**config.mk**
```make
export PLATFORM = sky130hd
export DESIGN_NAME = sfr_serial_core
export DESIGN_NICKNAME = d
export VERILOG_FILES = /design/src/rtl/sfr_pkg.sv /design/src/rtl/sfr_rx_fifo.sv /design/src/rtl/sfr_tx_hold.sv /design/src/rtl/sfr_serial_core.sv
export SDC_FILE = /design/constraint.sdc
export NUM_CORES = 1
export LEC_CHECK = 0
export ABC_AREA = 1
export CORE_ASPECT_RATIO = 0.75
export CORE_MARGIN = 2
export CORE_UTILIZATION = 30
export CTS_CLUSTER_SIZE = 8
export DETAILED_ROUTE_END_ITERATION = 10
export DONT_BUFFER_PORTS = 1
export GPL_ROUTABILITY_DRIVEN = 0
export GPL_TIMING_DRIVEN = 0
export HOLD_SLACK_MARGIN = 0.08
export PLACE_DENSITY = 0.4
export SLEW_MARGIN = 30
export SYNTH_ARGS = -nofsm -noshare
export SYNTH_HDL_FRONTEND = slang
export SYNTH_SLANG_ARGS = --single-unit
```
**constraint.sdc**
```tcl
create_clock -name clk -period 4.95 [get_ports clk]
set_input_delay 0.2475 -clock clk [delete_from_list [all_inputs] [get_ports clk]]
set_output_delay 0.2475 -clock clk [all_outputs]
set_load 0.01 [all_outputs]
```
**src/rtl/sfr_pkg.sv**
```systemverilog
package sfr_pkg;
  localparam logic [7:0] OFS_MODE = 8'h00;
  localparam logic [7:0] OFS_CTRL = 8'h08;
  localparam logic [7:0] OFS_TXD  = 8'h0C;
  localparam logic [7:0] OFS_STAT = 8'h10;
  localparam logic [7:0] OFS_RXD  = 8'h14;
  localparam logic [7:0] OFS_FCTL = 8'h18;
  localparam logic [7:0] OFS_RCNT = 8'h1C;
  localparam logic [7:0] OFS_PORT = 8'h20;

  localparam int CB_TXIE = 7;
  localparam int CB_RXIE = 6;
  localparam int CB_TXEN = 5;
  localparam int CB_RXEN = 4;

  localparam int FB_TEND = 6;
  localparam int FB_TDE  = 5;
  localparam int FB_BRK  = 4;
  localparam int FB_RDF  = 1;
  localparam int FB_DR   = 0;

  localparam logic [7:0] MASK_MODE = 8'h7B;
  localparam logic [7:0] MASK_CTRL = 8'hFA;
  localparam logic [7:0] MASK_PORT = 8'hF3;
  localparam logic [7:0] CTRL_RESET = 8'h20;

  function automatic int trig_of(input logic [1:0] code);
    case (code)
      2'd0:    return 1;
      2'd1:    return 4;
      2'd2:    return 8;
      default: return 14;
    endcase
  endfunction
endpackage

```
**src/rtl/sfr_rx_fifo.sv**
```systemverilog
module sfr_rx_fifo #(
  parameter int DW = 8,
  parameter int DEPTH = 16,
  localparam int PW = $clog2(DEPTH),
  localparam int CW = $clog2(DEPTH + 1)
) (
  input  logic          clk,
  input  logic          rst_n,
  input  logic          push,
  input  logic [DW-1:0] push_data,
  input  logic          pop,
  input  logic          flush,
  output logic          push_ok,
  output logic          pop_ok,
  output logic [DW-1:0] head_data,
  output logic [CW-1:0] count
);
  logic [DW-1:0] mem [DEPTH];
  logic [PW-1:0] wr_ptr, rd_ptr;

  assign push_ok   = push && !flush && (count < CW'(DEPTH));
  assign pop_ok    = pop && !flush && (count != '0);
  assign head_data = mem[rd_ptr];

  function automatic logic [PW-1:0] wrap_inc(input logic [PW-1:0] p);
    return (p == PW'(DEPTH - 1)) ? '0 : p + 1'b1;
  endfunction

  always_ff @(posedge clk) begin
    if (push_ok) mem[wr_ptr] <= push_data;
  end

  always_ff @(posedge clk or negedge rst_n) begin
    if (!rst_n) begin
      wr_ptr <= '0;
      rd_ptr <= '0;
      count  <= '0;
    end else if (flush) begin
      wr_ptr <= '0;
      rd_ptr <= '0;
      count  <= '0;
    end else begin
      if (push_ok) wr_ptr <= wrap_inc(wr_ptr);
      if (pop_ok)  rd_ptr <= wrap_inc(rd_ptr);
      count <= count + CW'(push_ok) - CW'(pop_ok);
    end
  end

  assert_no_overflow_R3: assert property (@(posedge clk) disable iff (!rst_n)
    count <= CW'(DEPTH));

  assert_full_drop_R3: assert property (@(posedge clk) disable iff (!rst_n)
    (push && !pop && !flush && count == CW'(DEPTH)) |=> count == CW'(DEPTH));

  assert_flush_empty_R13: assert property (@(posedge clk) disable iff (!rst_n)
    flush |=> count == '0);
endmodule

```
**src/rtl/sfr_tx_hold.sv**
```systemverilog
module sfr_tx_hold #(
  parameter int DW = 8
) (
  input  logic          clk,
  input  logic          rst_n,
  input  logic          load,
  input  logic [DW-1:0] load_data,
  output logic          tx_valid,
  output logic [DW-1:0] tx_data,
  input  logic          tx_ready
);
  logic slot_free;
  assign slot_free = !tx_valid || tx_ready;

  always_ff @(posedge clk or negedge rst_n) begin
    if (!rst_n) begin
      tx_valid <= 1'b0;
      tx_data  <= '0;
    end else if (load && slot_free) begin
      tx_valid <= 1'b1;
      tx_data  <= load_data;
    end else if (tx_ready) begin
      tx_valid <= 1'b0;
    end
  end

  assert_tx_hold_R9: assert property (@(posedge clk) disable iff (!rst_n)
    (tx_valid && !tx_ready) |=> (tx_valid && $stable(tx_data)));

  assert_tx_load_R9: assert property (@(posedge clk) disable iff (!rst_n)
    (load && !tx_valid) |=> tx_valid);
endmodule

```
**src/rtl/sfr_serial_core.sv**
```systemverilog
module sfr_serial_core
  import sfr_pkg::*;
#(
  parameter int AW = 8,
  parameter int RX_DEPTH = 16,
  localparam int DW = 8,
  localparam int CW = $clog2(RX_DEPTH + 1)
) (
  input  logic          clk,
  input  logic          rst_n,
  input  logic [AW-1:0] bus_addr,
  input  logic          bus_wr,
  input  logic [DW-1:0] bus_wdata,
  input  logic          bus_rd,
  output logic [DW-1:0] bus_rdata,
  input  logic          rx_valid,
  input  logic [DW-1:0] rx_data,
  output logic          rx_ready,
  input  logic          rx_break,
  output logic          tx_valid,
  output logic [DW-1:0] tx_data,
  input  logic          tx_ready,
  output logic          irq_rx,
  output logic          irq_tx
);
  logic [DW-1:0] mode_q, ctrl_q, port_q;
  logic [1:0]    trig_code_q;
  logic          tend_q, tde_q, brk_q, rdf_q;
  logic          irq_rx_q, irq_tx_q;

  logic wr_mode, wr_ctrl, wr_txd, wr_stat, wr_fctl, wr_port;
  logic rd_stat, rd_rxd;
  logic push, pop, flush;
  logic fifo_push_ok, fifo_pop_ok;
  logic [DW-1:0] fifo_head;
  logic [CW-1:0] fifo_cnt, cnt_after, trig_lvl;
  logic reach_trig, drop_trig;

  assign wr_mode = bus_wr && (bus_addr == AW'(OFS_MODE));
  assign wr_ctrl = bus_wr && (bus_addr == AW'(OFS_CTRL));
  assign wr_txd  = bus_wr && (bus_addr == AW'(OFS_TXD));
  assign wr_stat = bus_wr && (bus_addr == AW'(OFS_STAT));
  assign wr_fctl = bus_wr && (bus_addr == AW'(OFS_FCTL));
  assign wr_port = bus_wr && (bus_addr == AW'(OFS_PORT));
  assign rd_stat = bus_rd && (bus_addr == AW'(OFS_STAT));
  assign rd_rxd  = bus_rd && (bus_addr == AW'(OFS_RXD));

  assign rx_ready = ctrl_q[CB_RXEN];
  assign push     = rx_valid && rx_ready;
  assign pop      = rd_rxd;
  assign flush    = wr_fctl && bus_wdata[1];

  sfr_rx_fifo #(.DW(DW), .DEPTH(RX_DEPTH)) rx_fifo_i (
    .clk(clk), .rst_n(rst_n),
    .push(push), .push_data(rx_data),
    .pop(pop), .flush(flush),
    .push_ok(fifo_push_ok), .pop_ok(fifo_pop_ok),
    .head_data(fifo_head), .count(fifo_cnt)
  );

  sfr_tx_hold #(.DW(DW)) tx_hold_i (
    .clk(clk), .rst_n(rst_n),
    .load(wr_txd), .load_data(bus_wdata),
    .tx_valid(tx_valid), .tx_data(tx_data), .tx_ready(tx_ready)
  );

  assign trig_lvl   = CW'(trig_of(trig_code_q));
  assign cnt_after  = fifo_cnt + CW'(fifo_push_ok) - CW'(fifo_pop_ok);
  assign reach_trig = fifo_push_ok && (cnt_after >= trig_lvl);
  assign drop_trig  = fifo_pop_ok && (cnt_after < trig_lvl);

  always_ff @(posedge clk or negedge rst_n) begin
    if (!rst_n) begin
      mode_q      <= '0;
      ctrl_q      <= CTRL_RESET;
      port_q      <= '0;
      trig_code_q <= 2'd0;
    end else begin
      if (wr_mode) mode_q <= bus_wdata & MASK_MODE;
      if (wr_ctrl) ctrl_q <= bus_wdata & MASK_CTRL;
      if (wr_port) port_q <= bus_wdata & MASK_PORT;
      if (wr_fctl) trig_code_q <= bus_wdata[7:6];
    end
  end

  always_ff @(posedge clk or negedge rst_n) begin
    if (!rst_n) begin
      tend_q   <= 1'b1;
      tde_q    <= 1'b1;
      brk_q    <= 1'b0;
      rdf_q    <= 1'b0;
      irq_rx_q <= 1'b0;
      irq_tx_q <= 1'b0;
    end else begin
      if (wr_ctrl && !bus_wdata[CB_TXEN])       tend_q <= 1'b1;
      else if (rd_stat && ctrl_q[CB_TXEN])      tend_q <= 1'b1;
      else if (wr_stat && !bus_wdata[FB_TEND])  tend_q <= 1'b0;

      if (wr_txd)                               tde_q <= 1'b0;
      else if (rd_stat && ctrl_q[CB_TXEN])      tde_q <= 1'b1;
      else if (wr_stat && !bus_wdata[FB_TDE])   tde_q <= 1'b0;

      if (rx_break)                             brk_q <= 1'b1;
      else if (wr_stat && !bus_wdata[FB_BRK])   brk_q <= 1'b0;

      if (reach_trig)                           rdf_q <= 1'b1;
      else if (drop_trig)                       rdf_q <= 1'b0;
      else if (wr_stat && !bus_wdata[FB_RDF])   rdf_q <= 1'b0;

      if (reach_trig && ctrl_q[CB_RXIE])        irq_rx_q <= 1'b1;
      else if (wr_ctrl && !bus_wdata[CB_RXIE])  irq_rx_q <= 1'b0;
      else if (wr_stat && (!bus_wdata[FB_RDF] || !bus_wdata[FB_DR]))
                                                irq_rx_q <= 1'b0;

      if (wr_ctrl) irq_tx_q <= bus_wdata[CB_TXIE];
    end
  end

  assign irq_rx = irq_rx_q;
  assign irq_tx = irq_tx_q;

  always_comb begin
    bus_rdata = '0;
    if (bus_rd) begin
      case (bus_addr)
        AW'(OFS_MODE): bus_rdata = mode_q;
        AW'(OFS_CTRL): bus_rdata = ctrl_q;
        AW'(OFS_STAT): begin
          bus_rdata[FB_TEND] = tend_q;
          bus_rdata[FB_TDE]  = tde_q;
          bus_rdata[FB_BRK]  = brk_q;
          bus_rdata[FB_RDF]  = rdf_q;
        end
        AW'(OFS_RXD):  bus_rdata = (fifo_cnt != '0) ? fifo_head : '0;
        AW'(OFS_FCTL): bus_rdata = {trig_code_q, 6'b0};
        AW'(OFS_RCNT): bus_rdata = DW'(fifo_cnt);
        AW'(OFS_PORT): bus_rdata = port_q;
        default:       bus_rdata = '0;
      endcase
    end
  end

  assert_rx_gate_R4: assert property (@(posedge clk) disable iff (!rst_n)
    (rx_valid && !rx_ready && !bus_rd && !bus_wr) |=> $stable(fifo_cnt));

  assert_rdf_reach_R5: assert property (@(posedge clk) disable iff (!rst_n)
    (fifo_push_ok && !fifo_pop_ok && !bus_wr) |=> (fifo_cnt < trig_lvl) || rdf_q);

  assert_irq_cause_R7: assert property (@(posedge clk) disable iff (!rst_n)
    $rose(irq_rx) |-> $past(ctrl_q[CB_RXIE]));

  assert_tx_irq_R8: assert property (@(posedge clk) disable iff (!rst_n)
    wr_ctrl |=> (irq_tx == $past(bus_wdata[CB_TXIE])));

  assert_tend_set_R11: assert property (@(posedge clk) disable iff (!rst_n)
    (wr_ctrl && !bus_wdata[CB_TXEN]) |=> tend_q);

  assert_break_R12: assert property (@(posedge clk) disable iff (!rst_n)
    rx_break |=> brk_q);
endmodule

```
==> metrics <==
status finished clean; Peak Freq 270 MHz; metal3 WL 1.03 mm; Root Buffer clkbuf_16; RSZ-0062 raised after global routing false; post-route ant nets 0; post-synth top area cell edfxtp_1; Leakage 3.79 nW; final setup skew 0.0133 ns; syn_area_per_cell 9.80 um2; DRC violations left 0; Detailed Route Iter0 Violations 435; hpwl dp 16.3 mm; number of CTS-inserted buffers 17; Initial Util 0.308; routed wl met2 9.58 mm; full die area 0.0282 mm2; Post-synth ARST share 0.269; row count 51; Post-Syn Area 0.00805 mm2; Pwr per Cell Area 405 mW/mm2; post-synthesis sequential area ratio 0.624; # clock sinks 175; Clock Latency Late Sink 0.43 ns; Synth Instances 821; Max Cap Viol 0; Synth top cells by count 255 x nand2_1, 128 x edfxtp_1, 114 x nand3_1; Synth top area share 0.478; number of nets in the layout 907; first-pass GRT wire length 33.8 mm; Setup crit end kind flip-flop; Tightest Pin Transition 0.936 ns; Setup TNS 0 ns; CTS tree done; Design Power 3.77 mW; Hold Crit Start bus_wdata[0]; share of the clock period used by the worst path 0.748; # IOs 51; cell with the most instances after synthesis nand2_1; worst vdd ir 0.000229 V; number of global-route vias before repair 5326; GR Util All Layers 0.166; Yosys warnings 0; worst path required time 5.27 ns; Finished Cell Area 0.00932 mm2; Synth Register Bits 175; routed length per placed instance 18.6 um; Worst Path Max Fanout 9; Port Buf Inserts 0; Startpoint Class flip-flop; reg2reg end irq_rx; core area 0.0262 mm2; post-CTS setup buffer count 0; reg2reg setup slack 1.25 ns; Hold Path Sink tx_hold_i.tx_data[0]; Worst-path clk slew 0.07 ns; start of the worst register-to-register path rx_fifo_i.count[2]; count of flip-flops with a built-in enable after synthesis 128; post-synth cell types 30; H-tree depth 4; dpl cell area 0.00849 mm2; # diodes 0; grt ovf 0; Rel. slew slack 0.374; Max clock buf depth 2; vias 5726; Hold Path Class in2reg; cells on worst reg2reg path 23; top sig layer met4; ys flop type edfxtp_1; Final Critical Period 3.70 ns; largest net degree at the start of global routing 48; top cells by area in the synthesized netlist edfxtp_1 48%, dfrtp_1 14%, nand2_1 12%, nand3_1 7.1%, inv_1 3.8%; worst hold path cell count 2; Die X 193 um; Area growth syn-to-layout 15.8%; Post-Syn Nets 868; initial antenna violation count 0; met1 wire length 11.8 mm; Pins Over Slew Limit 0; fraction of layout cells with a size suffix above 1 0.121; final setup fails 0; CP arrival 4.02 ns; TritonRoute pass-1 iters 7; Total Wirelength 22.6 mm; DIE HEIGHT 146 um; Final Hold Fails 0; critical setup path kind reg2reg; vias per std cell 4.71
[registers in the layout (all words and copies together) (netlist names)]
signal              count
mode_q                  6
tx_hold_i.tx_data       8
rx_fifo_i.count         5
ctrl_q                  5
irq_tx                  1
rx_fifo_i.mem         128
trig_code_q             2
tend_q                  1
port_q                  6
rx_fifo_i.wr_ptr        4
tx_hold_i.tx_valid      1
brk_q                   1
rdf_q                   1
irq_rx                  1
rx_fifo_i.rd_ptr        4
tde_q                   1
[placed cells by master (no fill, tap or decap), types with 2 or more instances in the layout]
| master | Yosys | layout |
|---|---|---|
| dlygate4sd3_1 | 0 | 19 |
| o21ai_0 | 25 | 25 |
| nand3_2 | 3 | 3 |
| dfstp_2 | 3 | 3 |
| inv_6 | 0 | 3 |
| edfxtp_1 | 128 | 128 |
| xor2_1 | 5 | 5 |
| nor3_1 | 3 | 3 |
| buf_2 | 17 | 17 |
| ha_1 | 15 | 15 |
| nand4_1 | 2 | 2 |
| nand2_2 | 7 | 7 |
| o21ai_2 | 13 | 13 |
| o21ai_1 | 2 | 2 |
| clkbuf_1 | 6 | 6 |
| nand2_1 | 255 | 255 |
| nor2_4 | 6 | 6 |
| inv_1 | 81 | 81 |
| o211ai_1 | 2 | 2 |
| dfrtp_1 | 44 | 44 |
| clkbuf_2 | 0 | 2 |
| inv_2 | 7 | 7 |
| nor2_2 | 4 | 13 |
| nor2_1 | 58 | 49 |
| nand3_1 | 114 | 114 |
| clkbuf_16 | 0 | 20 |
| clkinv_1 | 2 | 2 |
| inv_8 | 0 | 3 |
| a21oi_1 | 13 | 13 |
[metal layers]
layer  GRT usage  vias to the layer above
met5           0                        -
li1            -                     2789
met3      0.0265                       10
met4      0.0348                        0
met2       0.230                      111
met1       0.267                     2816
[worst max path at each step]
stage	slack, ns	cells after the start	start	endpoint
floorplan	1.86	23	rx_fifo_i.count[3]	rdf_q
global placement	1.31	23	rx_fifo_i.count[2]	irq_rx
detailed placement	1.23	23	rx_fifo_i.count[2]	irq_rx
CTS	1.19	23	rx_fifo_i.count[2]	irq_rx
global route	0.88	23	rx_fifo_i.count[2]	irq_rx
finish	1.25	23	rx_fifo_i.count[2]	irq_rx
[what timing repair did]
item | 4_1_cts | 5_1_grt
hold buffers | 19 | 1
setup endpoints to repair | 0 | 0
endpoints found under the hold margin | 191 | 1
resized for setup | 0 | 0
[power by group]
part | switching (mW) | leakage (nW) | internal [mW]
registers | 0.0598 | 1.75 | 1.63
logic | 0.466 | 1.74 | 0.239
clock network | 0.606 | 0.306 | 0.768
[cell families after synthesis]
family | synth area share
adders and majority gates | 0.0258
xor gates and xnor gates | 0.00544
DFF | 0.624
buffers and inverters | 0.0577
and+or+nand+nor | 0.245
AOI/OAI and AO/OA | 0.0418
[final cells by class]
class | instances | area, um2
Buffer | 25 | 126
Clock buffer | 23 | 524
Clock inverter | 9 | 80.1
Fill cell | 2647 | 16800
Inverter | 90 | 338
Multi-Input combinational cell | 531 | 2580
Sequential cell | 175 | 5020
Tap cell | 344 | 430
Timing Repair Buffer | 20 | 218
[worst max-delay path: stages, from the launching register on]
cell and delay [ns]:
dfrtp_1 0.43, inv_1 0.10, ha_1 0.23, nand3_1 0.09, nor2_1 0.06, nor2_4 0.27
nand2_2 0.16, inv_2 0.10, ha_1 0.22, inv_1 0.06, ha_1 0.16, inv_1 0.06
fa_1 0.36, inv_1 0.08, nand2_1 0.07, inv_1 0.07, nor2_1 0.04, ha_1 0.32
a21oi_1 0.13, nor2_1 0.05, nor3_1 0.18, nand3_1 0.16, nand3_1 0.11, nand2_1 0.06
[through the flow]
step	hold slack [ns]	cells	worst slack (ns)	utilization
global placement	-0.0460	1165	1.31	0.324
CTS	0.0806	1216	1.19	0.356
detailed placement	-0.0461	1165	1.23	0.325
global route	0.0912	1217	0.884	0.356
finish	0.0939	1217	1.25	0.356
floorplan	-0.0481	821	1.86	-
Power figures use the tool's default switching activity.
